### config.mk
export PLATFORM = sky130hd
export DESIGN_NAME = supply_trim_ctrl
export DESIGN_NICKNAME = d
export VERILOG_FILES = /design/src/rtl/trim_pkg.sv /design/src/rtl/trim_mode_ctrl.sv /design/src/rtl/trim_period_timer.sv /design/src/rtl/trim_pulse_gen.sv /design/src/rtl/supply_trim_ctrl.sv
export SDC_FILE = /design/constraint.sdc
export NUM_CORES = 1
export LEC_CHECK = 0
export BUFFER_PORTS_ARGS = -buffer_cell sky130_fd_sc_hd__buf_2
export CAP_MARGIN = 20
export CORE_ASPECT_RATIO = 1.25
export CORE_MARGIN = 2
export CORE_UTILIZATION = 56
export DETAILED_ROUTE_END_ITERATION = 16
export GPL_TIMING_DRIVEN = 1
export PLACE_DENSITY_LB_ADDON = 0.15
export SLEW_MARGIN = 30
export SYNTH_ARGS = -nofsm -noshare
export SYNTH_HDL_FRONTEND = slang
export SYNTH_SLANG_ARGS = --single-unit
### constraint.sdc
create_clock -name clk_i -period 2.5 [get_ports clk_i]
set_clock_uncertainty 0.2 [all_clocks]
set_input_delay 0.125 -clock clk_i [delete_from_list [all_inputs] [get_ports clk_i]]
set_output_delay 0.125 -clock clk_i [all_outputs]
set_load 0.02 [all_outputs]
### src/rtl/trim_pkg.sv
package trim_pkg;

    typedef enum logic [1:0] {
        MODE_OFF    = 2'd0,
        MODE_TRACK  = 2'd1,
        MODE_ACTIVE = 2'd2
    } trim_mode_e;

endpackage

### src/rtl/trim_mode_ctrl.sv
module trim_mode_ctrl
    import trim_pkg::*;
(
    input  logic       clk_i,
    input  logic       rst_ni,
    input  logic       trim_en_i,
    input  logic       seq_done_i,
    output trim_mode_e mode_o
);

    typedef struct packed {
        trim_mode_e mode;
    } mode_state_t;

    mode_state_t st_d, st_q;

    always_comb begin
        st_d = st_q;
        if (!trim_en_i) begin
            st_d.mode = MODE_OFF;
        end else if (seq_done_i) begin
            st_d.mode = MODE_ACTIVE;
        end else begin
            st_d.mode = MODE_TRACK;
        end
    end

    always_ff @(posedge clk_i or negedge rst_ni) begin
        if (!rst_ni) begin
            st_q <= '{mode: MODE_OFF};
        end else begin
            st_q <= st_d;
        end
    end

    assign mode_o = st_q.mode;

endmodule

### src/rtl/trim_period_timer.sv
module trim_period_timer #(
    parameter int PERIOD_TICKS = 1700
) (
    input  logic clk_i,
    input  logic rst_ni,
    input  logic active_i,
    input  logic tick_i,
    output logic sample_o
);

    localparam int CNT_W = (PERIOD_TICKS > 1) ? $clog2(PERIOD_TICKS) : 1;
    localparam logic [CNT_W-1:0] LAST = CNT_W'(PERIOD_TICKS - 1);

    typedef struct packed {
        logic [CNT_W-1:0] cnt;
    } timer_state_t;

    timer_state_t st_d, st_q;

    always_comb begin
        st_d = st_q;
        if (!active_i) begin
            st_d.cnt = '0;
        end else if (tick_i) begin
            if (st_q.cnt == LAST) begin
                st_d.cnt = '0;
            end else begin
                st_d.cnt = st_q.cnt + 1'b1;
            end
        end
    end

    always_ff @(posedge clk_i or negedge rst_ni) begin
        if (!rst_ni) begin
            st_q <= '{cnt: '0};
        end else begin
            st_q <= st_d;
        end
    end

    // first tick of every period is the sampling instant
    assign sample_o = active_i && tick_i && (st_q.cnt == '0);

endmodule

### src/rtl/trim_pulse_gen.sv
module trim_pulse_gen #(
    parameter int WIDTH_TICKS = 5
) (
    input  logic clk_i,
    input  logic rst_ni,
    input  logic active_i,
    input  logic tick_i,
    input  logic sample_i,
    input  logic above_i,
    input  logic at_i,
    input  logic speedup_i,
    output logic src_o,
    output logic snk_o,
    output logic reached_o,
    output logic speedup_o
);

    localparam int WID_W = $clog2(WIDTH_TICKS + 1);
    localparam logic [WID_W-1:0] WID_LOAD = WID_W'(WIDTH_TICKS - 1);

    typedef struct packed {
        logic             src;
        logic             snk;
        logic             reached;
        logic             spd;
        logic [WID_W-1:0] wid;
    } pulse_state_t;

    pulse_state_t st_d, st_q;

    always_comb begin
        st_d     = st_q;
        st_d.spd = speedup_i;
        if (!active_i) begin
            st_d.src     = 1'b0;
            st_d.snk     = 1'b0;
            st_d.wid     = '0;
            st_d.reached = 1'b0;
        end else if (sample_i) begin
            st_d.wid = WID_LOAD;
            if (at_i) begin
                st_d.src     = 1'b0;
                st_d.snk     = 1'b0;
                st_d.reached = 1'b1;
            end else begin
                st_d.src = !above_i;
                st_d.snk = above_i;
            end
        end else if (tick_i && (st_q.src || st_q.snk)) begin
            if (st_q.wid == '0) begin
                st_d.src = 1'b0;
                st_d.snk = 1'b0;
            end else begin
                st_d.wid = st_q.wid - 1'b1;
            end
        end
    end

    always_ff @(posedge clk_i or negedge rst_ni) begin
        if (!rst_ni) begin
            st_q <= '{src: 1'b0, snk: 1'b0, reached: 1'b0, spd: 1'b0, wid: '0};
        end else begin
            st_q <= st_d;
        end
    end

    assign src_o     = st_q.src;
    assign snk_o     = st_q.snk;
    assign reached_o = st_q.reached;
    assign speedup_o = st_q.spd;

endmodule

### src/rtl/supply_trim_ctrl.sv
module supply_trim_ctrl
    import trim_pkg::*;
#(
    parameter int PERIOD_TICKS = 1700,
    parameter int WIDTH_TICKS  = 5
) (
    input  logic clk_i,
    input  logic rst_ni,
    input  logic tick_i,
    input  logic trim_en_i,
    input  logic speedup_en_i,
    input  logic seq_done_i,
    input  logic above_tgt_i,
    input  logic at_tgt_i,
    output logic src_pulse_o,
    output logic snk_pulse_o,
    output logic drive_en_o,
    output logic track_o,
    output logic boost_o,
    output logic nominal_o
);

    trim_mode_e mode;
    logic       active;
    logic       sample;
    logic       src_raw;
    logic       snk_raw;
    logic       reached;
    logic       spd;

    trim_mode_ctrl u_mode (
        .clk_i      (clk_i),
        .rst_ni     (rst_ni),
        .trim_en_i  (trim_en_i),
        .seq_done_i (seq_done_i),
        .mode_o     (mode)
    );

    assign active = (mode == MODE_ACTIVE);

    trim_period_timer #(
        .PERIOD_TICKS (PERIOD_TICKS)
    ) u_timer (
        .clk_i    (clk_i),
        .rst_ni   (rst_ni),
        .active_i (active),
        .tick_i   (tick_i),
        .sample_o (sample)
    );

    trim_pulse_gen #(
        .WIDTH_TICKS (WIDTH_TICKS)
    ) u_pulse (
        .clk_i     (clk_i),
        .rst_ni    (rst_ni),
        .active_i  (active),
        .tick_i    (tick_i),
        .sample_i  (sample),
        .above_i   (above_tgt_i),
        .at_i      (at_tgt_i),
        .speedup_i (speedup_en_i),
        .src_o     (src_raw),
        .snk_o     (snk_raw),
        .reached_o (reached),
        .speedup_o (spd)
    );

    // pulses are gated by the drive state so a pulse never leaves a floating node
    assign src_pulse_o = src_raw && active;
    assign snk_pulse_o = snk_raw && active;
    assign drive_en_o  = active;
    assign track_o     = (mode == MODE_TRACK);
    assign boost_o     = active && spd && !reached;
    assign nominal_o   = active && reached;

endmodule

# After elaboration in Yosys (flattened, before gate mapping)
# Index checks and enable logic that the tools add are counted.
# totals
register_bits,20
latch_bits,0
mem_bits_rw,0
romBits,0
input_bits,8
output_inout_bits,6
wordCells,50
memories,0
# classes
n_addsub,2
mul,0
div,0
magnitude_cmp,0
eq_ne,9
shifts,0
n_mux,16
n_bitwise,0
reduce_logical,16
# op_table
op,count
2-to-1 mux 11 bit,3
2-to-1 mux 3 bit,5
2-to-1 mux 2 bit,6
adder 11 x 1 -> 11 bit (second input constant),1
== test 11 bit (second input constant),1
logical NOT 11 bit,1
logical AND 1 bit,8
inequality test 3 x 1 -> 1 bit (second input constant),2
AND reduction 2 bit,3
inequality test 2 bit (second input constant),2
logical NOT 3 bit,1
inequality test 3 bit (second input constant),1
subtractor 3 x 1 -> 3 bit (second input constant),1
== test 2 x 1 -> 1 bit (second input constant),1
== test 2 bit (second input constant),1
logical NOT 1 bit,2
2-to-1 mux 1 bit,2
inequality test 2 x 1 -> 1 bit (second input constant),1
logical OR 1 bit,1

# Longest topological paths before layout
# Gate-level depths: netlist of the first run.
# depth
ltp_word,5
mapped_depth,7
mapped_depth_nobuf,6

# By module
# From an unflattened synthesis of the first run, not the netlist that was laid out.
# hier_totals
cells_unflattened,122
hier_area_um2,1169.9
# modules_own_cells
module,n_inst,cells_each,area_per_inst_um2,seq_area_each_um2
trim_period_timer,1,79,710.7,275.3
trim_pulse_gen,1,33,332.8,175.2
trim_mode_ctrl,1,4,66.3,50.0
supply_trim_ctrl,1,6,60.1,0.0

# Least setup slack after synthesis of the first run
# OpenSTA, ideal clock, no wires.
# synth_path
path_type,register to register
startpoint,reg u_timer.st_q[4] (netlist bit)
endpoint,reg u_timer.st_q[8] (netlist bit)
setup_ns,0.126
t_arrival_ns,1.404
required_ns,2.174
path_slack_ns,0.770
path_stages_with_launch,6
path_buffers,1
synth_period_minus_slack_ns,1.730
cell_sequence,dfrtp_1 buf_6 nor4_4 nand4b_2 and2_1 a221o_1
# synth_via
elab_chain_cells,4
word_cells_on_any_way,5
cone_classes,add/sub: 1; eq/ne: 1; mux: 3
# synth_rtl
item,line_no,source
start: declaration,trim_period_timer.sv:18,"timer_state_t st_d, st_q;"
start signal: assignment,trim_period_timer.sv:35,st_q <= '{cnt: '0};
start signal: assignment,trim_period_timer.sv:37,st_q <= st_d;
adder 11 x 1 -> 11 bit or == test 11 bit (tied branches),"trim_period_timer.sv:28, trim_period_timer.sv:25",
2-to-1 mux 11 bit (*),trim_period_timer.sv:25,if (st_q.cnt == LAST) begin
2-to-1 mux 11 bit (*),trim_period_timer.sv:24,end else if (tick_i) begin
2-to-1 mux 11 bit (*),trim_period_timer.sv:22,if (!active_i) begin
# Mark *: on every way between the ends. The rest lies on a longest branch, timed or not. The select of a mux whose other input is x is not followed.
# A chain may end at the register's enable or synchronous reset.

# Worst setup path after layout of the first run
# layout_path
startpoint,reg u_timer.st_q[5] (netlist bit)
endpoint,"reg u_pulse.st_q, in the netlist u_pulse.src_o"
# layout_via
elab_chain_cells,4
word_cells_on_any_way,7
cone_classes,eq/ne: 2; mux: 2; reduce/logical: 3
# layout_rtl
item,line_no,source
logical NOT 11 bit (*),trim_period_timer.sv:42,assign sample_o = active_i && tick_i && (st_q.cnt == '0);
logical AND 1 bit (*),trim_period_timer.sv:42,
inequality test 3 x 1 -> 1 bit (no line) or 2-to-1 mux 2 bit (tied branches),n/a,
AND reduction 2 bit (no line) or 2-to-1 mux 3 bit (tied branches),n/a,
end signal: assignment,trim_pulse_gen.sv:61,"st_q <= '{src: 1'b0, snk: 1'b0, reached: 1'b0, spd: 1'b0, wid: '0};"
end signal: assignment,trim_pulse_gen.sv:63,st_q <= st_d;
end: declaration,trim_pulse_gen.sv:29,"pulse_state_t st_d, st_q;"
# Mark *: on every way between the ends. The rest lies on a longest branch, timed or not.

==> flow_summary.ini, run 1 <==
[critical_path]
path_max_fanout = 7
worstPathRequired_ns = 2.49
critical_path_class = reg -> reg
crit_arrival_ns = 2.34
cp-end-kind = flip-flop
r2r_slack_ns = 0.15
start_kind = flip-flop

[drt]
remaining_drc_errors = 0
wl_per_cell_um = 14.3
dr.pass1.iters = 4
viasPerCell = 5.98
drt-total-wl_mm = 2.30
vias = 962
drtAntennaViolNets = 0
first_iter_violations = 38

[timing]
setup_viol = 0
tightest_slew_ns = 0.622
tns_ns = 0
fmax_mhz = 426
finalCritPeriodShare = 0.939
rsz0062_at_grt = no
hold_slack_ns = 0.0851
slew_headroom = 0.584
hold_viol = 0
min_period_ns = 2.35
finalMaxSlewViolations = 0

[synthesis]
synth_seq_cells = 20
synth.distinct_cells = 40
yosysSeqAreaShare = 0.444
synth_ff_type = dfrtp_1
mappedNetlistNets = 130
synth-edff-count = 0
async_flop_share = 1.00
synth_warnings = 0
synth_cells = 118
netlist_area_mm2 = 0.00113
syn_avg_cell_area_um2 = 9.54

[clocking]
htree_levels = 1
cts_buffer_depth = 2
cts.sinks = 20
cts.root.buffer_cell = clkbuf_4
clkLatencyLatePin_ns = 0.30
cts_tree = done
clk_pin_slew_ns = 0.11
numCtsBuffers = 3

[grt]
grt_use_total = 0.221
grt_pass1_wl_mm = 3.88
grt_pass1_vias = 916
antenna_found_initial = 0
grt-ovfl-total = 0
grt_max_degree = 21

[floorplan]
die_y_um = 54.1
die_x_um = 44.1
core_mm2 = 0.00194
start_util = 0.581
ios = 14
dieArea_mm2 = 0.00239
rows = 18

[pwr]
powerDensity_mw_per_mm2 = 430
peakVddDrop_uv = 377
leakagePower_nw = 0.595
post-layout-total-power_mw = 0.567

[final_layout]
most-common-layout-cells = dfrtp_1, nand2_1, buf_2, dlygate4sd3_1, nor2_1
seq_area_um2 = 500
area_growth_pct = 17.1
drive_gt1_frac = 0.156
layout.nets = 154
nFillCells = 164
layout_commonest_cell = dfrtp_1
multi_input_comb_area_um2 = 576
diodes = 0

[job]
drv_cap = 0

[place]
port_buffers = 13
post-dp-hpwl_mm = 1.64
gp_congestion = 0.849

[hold_path]
hp-class = in -> async

[run_status]
status = complete, no violations
==> layer usage <==
layer	up-vias	share of wire	GRT usage	wire, µm
met5	-	0	0	0
met1	476	0.41	0.261	944
met4	0	0.011	0.0909	25
met2	18	0.55	0.404	1260
li1	464	-	-	-
met3	4	0.033	0.0201	77
==> kinds of logic after synthesis <==
family                     synth area share
AOI/OAI and AO/OA                     0.120
xor gates and xnor gates             0.0233
adders and majority gates            0.0444
buffers and inverters                0.0444
DFF                                   0.444
muxes                                0.0189
and+or+nand+nor                       0.304
==> where the power goes <==
part	switching, mW	leakage [nW]	total (mW)	internal [mW]
clock network	0.0964	0.0210	0.185	0.0888
logic	0.0287	0.300	0.0505	0.0218
registers	0.00333	0.274	0.331	0.328
==> worst max-delay path, stage by stage, from the launching register on <==
cell and delay (ns):
dfrtp_1 0.46, nor4bb_1 0.47, nand4b_1 0.32, nand3_1 0.17, o31ai_1 0.07, dlygate4sd3_1 0.56
==> per-stage QoR <==
step / instance area, µm² / std cells / setup WS, ns / utilization
after global placement: 1190 / 148 / 0.624 / 0.616
after global routing: 1320 / 161 / 0.0446 / 0.681
after detailed placement: 1190 / 148 / 0.607 / 0.616
after floorplan: 1130 / 118 / 0.770 / -
final: 1320 / 161 / 0.152 / 0.681
after CTS: 1320 / 161 / 0.171 / 0.681
==> state kept, by name, indices dropped and copies added (netlist names) <==
signal / cells
u_timer.st_q: 11
u_pulse.st_q: 3
u_mode.mode_o: 2
u_pulse.reached_o: 1
u_pulse.snk_o: 1
u_pulse.speedup_o: 1
u_pulse.src_o: 1
==> cell type report <==
class | count | area share
multi-input cells | 88 | 0.436
flip-flops and latches | 20 | 0.380
repair buffers | 22 | 0.118
clock buffers | 4 | 0.0275
inverters | 7 | 0.0199
well taps | 20 | 0.0190
==> path summary, 6_finish.rpt <==
check	startpoint	endpoint	depth (start not counted)
max in group asynchronous	rst_ni	u_timer.st_q[2]	2
min	rst_ni	u_pulse.st_q[1]	2
max	u_timer.st_q[5]	u_pulse.src_o	5
max reg2reg	u_timer.st_q[5]	u_pulse.src_o	5
min reg2reg	u_pulse.reached_o	u_pulse.reached_o	1
min in group clk_i	speedup_en_i	u_pulse.speedup_o	2
==> repair_timing <==
action | CTS | global route
resized for setup | 0 | 0
hold buffers | 9 | 0
setup buffers | 0 | 0
endpoints found under the hold margin | 26 | 0
==> cells in the mapped netlist (2+ instances only) <==
cell       n  area share
nor3_1     3       0.013
o21a_1     2       0.013
xnor2_1    2       0.016
a21oi_1    3       0.013
ha_1       4       0.044
dfrtp_1   20        0.44
nand2_1   18       0.060
a31oi_1    2       0.011
nand4_1    4       0.022
nor2b_1    4       0.022
inv_1      6       0.020
nand3_1    5       0.022
and2_1     6       0.033
nor2_1     7       0.023
o21ai_1    3       0.013
and4_1     2       0.016
o211ai_1   2       0.013
or3_1      3       0.017
(Power assumes the default switching activity.)
==> run 2: changes to the inputs <==
CORE_MARGIN = 4   (was 2)
SYNTH_HIERARCHICAL = 1   (was not set)
==> run 2 against run 1 <==
Wire length is 4.2% higher. Sequential share of layout area down 1.1 points. Design area grew 2.8%. Flip-flop and latch count is the same. Setup slack improved by 0.27 ns. Register-to-register slack improved by 0.27 ns. Die area rose by 21%. Via count increased by 0.21%. Synthesized cell count increased by 3.4%. Fmax grew 13%. Clock power down 2%. Sequential power is essentially flat. Critical path type unchanged. Highest routed layer unchanged.
==> flow_summary.ini, run 2 <==
[synthesis]
synth_seq_cells = 20
yosysMostFrequentCell = dfrtp_1
synth_area_leaders = dfrtp_1, nand2_1, ha_1
synth_top_area_frac = 0.428
synth_cells = 122
netlist_area_mm2 = 0.00117
syn_avg_cell_area_um2 = 9.59
synth_warnings = 6
synth_area_leader_cell = dfrtp_1
yosysSeqAreaShare = 0.428
synth_ff_type = dfrtp_1
async_flop_share = 1.00
synth.distinct_cells = 35
synth-edff-count = 0
mappedNetlistNets = 134
synth_common_cells = dfrtp_1, nand2_1, inv_1

[floorplan]
die_x_um = 48.9
start_util = 0.590
rows = 18
core_mm2 = 0.00198
dieArea_mm2 = 0.00289
ios = 14
die_y_um = 59.1

[place]
post-dp-hpwl_mm = 1.68
dpl_cell_area_mm2 = 0.00124
port_buffers = 13
gp_congestion = 0.886

[grt]
grt_pass1_wl_mm = 4.35
grt_use_total = 0.191
grt-ovfl-total = 0
grt_pass1_vias = 982
antenna_found_initial = 0
grt_max_degree = 21

[critical_path]
critical_path_class = reg -> reg
path_cells = ha_1, nand3_1, or3_1, and3_1, a211o_1
crit_arrival_ns = 2.06
cpMaxStageDelayCell = dfrtp_1
path_max_fanout = 7
worstPathRequired_ns = 2.49
r2r_slack_ns = 0.43
critical_path.max_stage_delay_ns = 0.46
start_kind = flip-flop
cp-end-kind = flip-flop

[final_layout]
final_area_mm2 = 0.00136
layout.nets = 158
largest_reg_flops = 11
drive_gt1_frac = 0.255
top_register = u_timer/st_q
area_growth_pct = 15.9
most-common-layout-cells = dfrtp_1, nand2_1, buf_2, inv_1, dlygate4sd3_1
diodes = 0
layout_commonest_cell = dfrtp_1

[pwr]
combPwrFrac = 0.093
clock_power_share = 0.321
p_sw_frac = 0.221
intPower_mw = 0.440
peakVddDrop_uv = 426
post-layout-total-power_mw = 0.564
powerDensity_mw_per_mm2 = 416
p_sw_mw = 0.125
pwr-share-seq = 0.587
leakagePower_nw = 0.637

[clocking]
clkLatencyLatePin_ns = 0.29
cts.root.buffer_cell = clkbuf_4
htree_levels = 1
cts.sinks = 20
postCtsHoldBufs = 8
clk_pin_slew_ns = 0.11
cts_tree = done
post_cts_buffers = 0
numCtsBuffers = 3
cts_resized = 0
cts_buffer_depth = 2

[job]
drv_cap = 0

[drt]
dr.pass1.iters = 4
wl_per_cell_um = 14.6
vias = 964
viasPerCell = 5.84
first_iter_violations = 24
dr.max_layer_used = met4
drt-total-wl_mm = 2.40
m1WireLength_mm = 1.03
wl_met3_um = 86
route.met2.wl_mm = 1.26
remaining_drc_errors = 0
drtAntennaViolNets = 0

[timing]
fmax_mhz = 482
finalMaxSlewViolations = 0
min_period_ns = 2.07
tns_ns = 0
slew_headroom = 0.705
tightest_slew_ns = 0.443
setup_viol = 0
finalCritPeriodShare = 0.830
hold_viol = 0
rsz0062_at_grt = no

[run_status]
status = complete, no violations

[hold_path]
hp-class = in -> async
run 2: worst paths after layout:
path	start	end	depth (start not counted)
max	u_timer/st_q[0]	u_timer/st_q[8]	5
min	rst_ni	u_timer/st_q[5]	2
max reg2reg	u_timer/st_q[0]	u_timer/st_q[8]	5
min reg2reg	u_pulse/reached_o	u_pulse/reached_o	2
max in group asynchronous	rst_ni	u_timer/st_q[4]	2
min in group clk_i	speedup_en_i	u_pulse/speedup_o	2
run 2: cell type report:
class,instances,area (µm²)
Timing Repair Buffer,23,160
Inverter,9,33.8
Multi-Input combinational cell,89,601
Fill cell,162,626
Clock buffer,4,36.3
Sequential cell,20,500
Tap cell,20,25.0
run 2: power groups by stage:
stage | combinational, mW | clock [mW] | sequential [mW]
2_1_floorplan | 0.0235 | 0 | 0.336
3_3_place_gp | 0.0420 | 0 | 0.337
3_5_place_dp | 0.0425 | 0 | 0.337
4_1_cts | 0.0520 | 0.191 | 0.331
5_1_grt | 0.0587 | 0.210 | 0.332
6_report | 0.0524 | 0.181 | 0.331
run 2: metal layers:
metal / GRT usage / vias to the layer above
met1: 0.237 / 450
met4: 0.0692 / 0
met5: 0 / -
met3: 0.0327 / 2
met2: 0.334 / 22
li1: - / 490
run 2: critical path, delay by kind of cell (launching register included):
kind | cells | cell delay, ns
compound gates | 1 | 0.26
flops | 1 | 0.46
fa+ha+maj | 1 | 0.30
simple gates | 3 | 0.76
run 2: kinds of logic after synthesis:
logic type / Yosys count / synth area share
AND/OR/NAND/NOR: 60 / 0.311
AO/OA/AOI/OAI: 25 / 0.159
flip-flops: 20 / 0.428
buffers and inverters: 13 / 0.0588
adder cells (fa/ha/maj): 4 / 0.0428
run 2: metrics by stage:
| stage | setup WS, ns | instances | hold slack (ns) | util |
|---|---|---|---|---|
| 2_1_floorplan | 0.386 | 122 | -0.371 | - |
| 3_3_place_gp | 0.457 | 153 | -0.102 | 0.626 |
| 3_5_place_dp | 0.458 | 153 | -0.105 | 0.626 |
| 4_1_cts | 0.435 | 165 | 0.0924 | 0.684 |
| 5_1_grt | 0.262 | 165 | 0.112 | 0.684 |
| 6_report | 0.426 | 165 | 0.0888 | 0.684 |
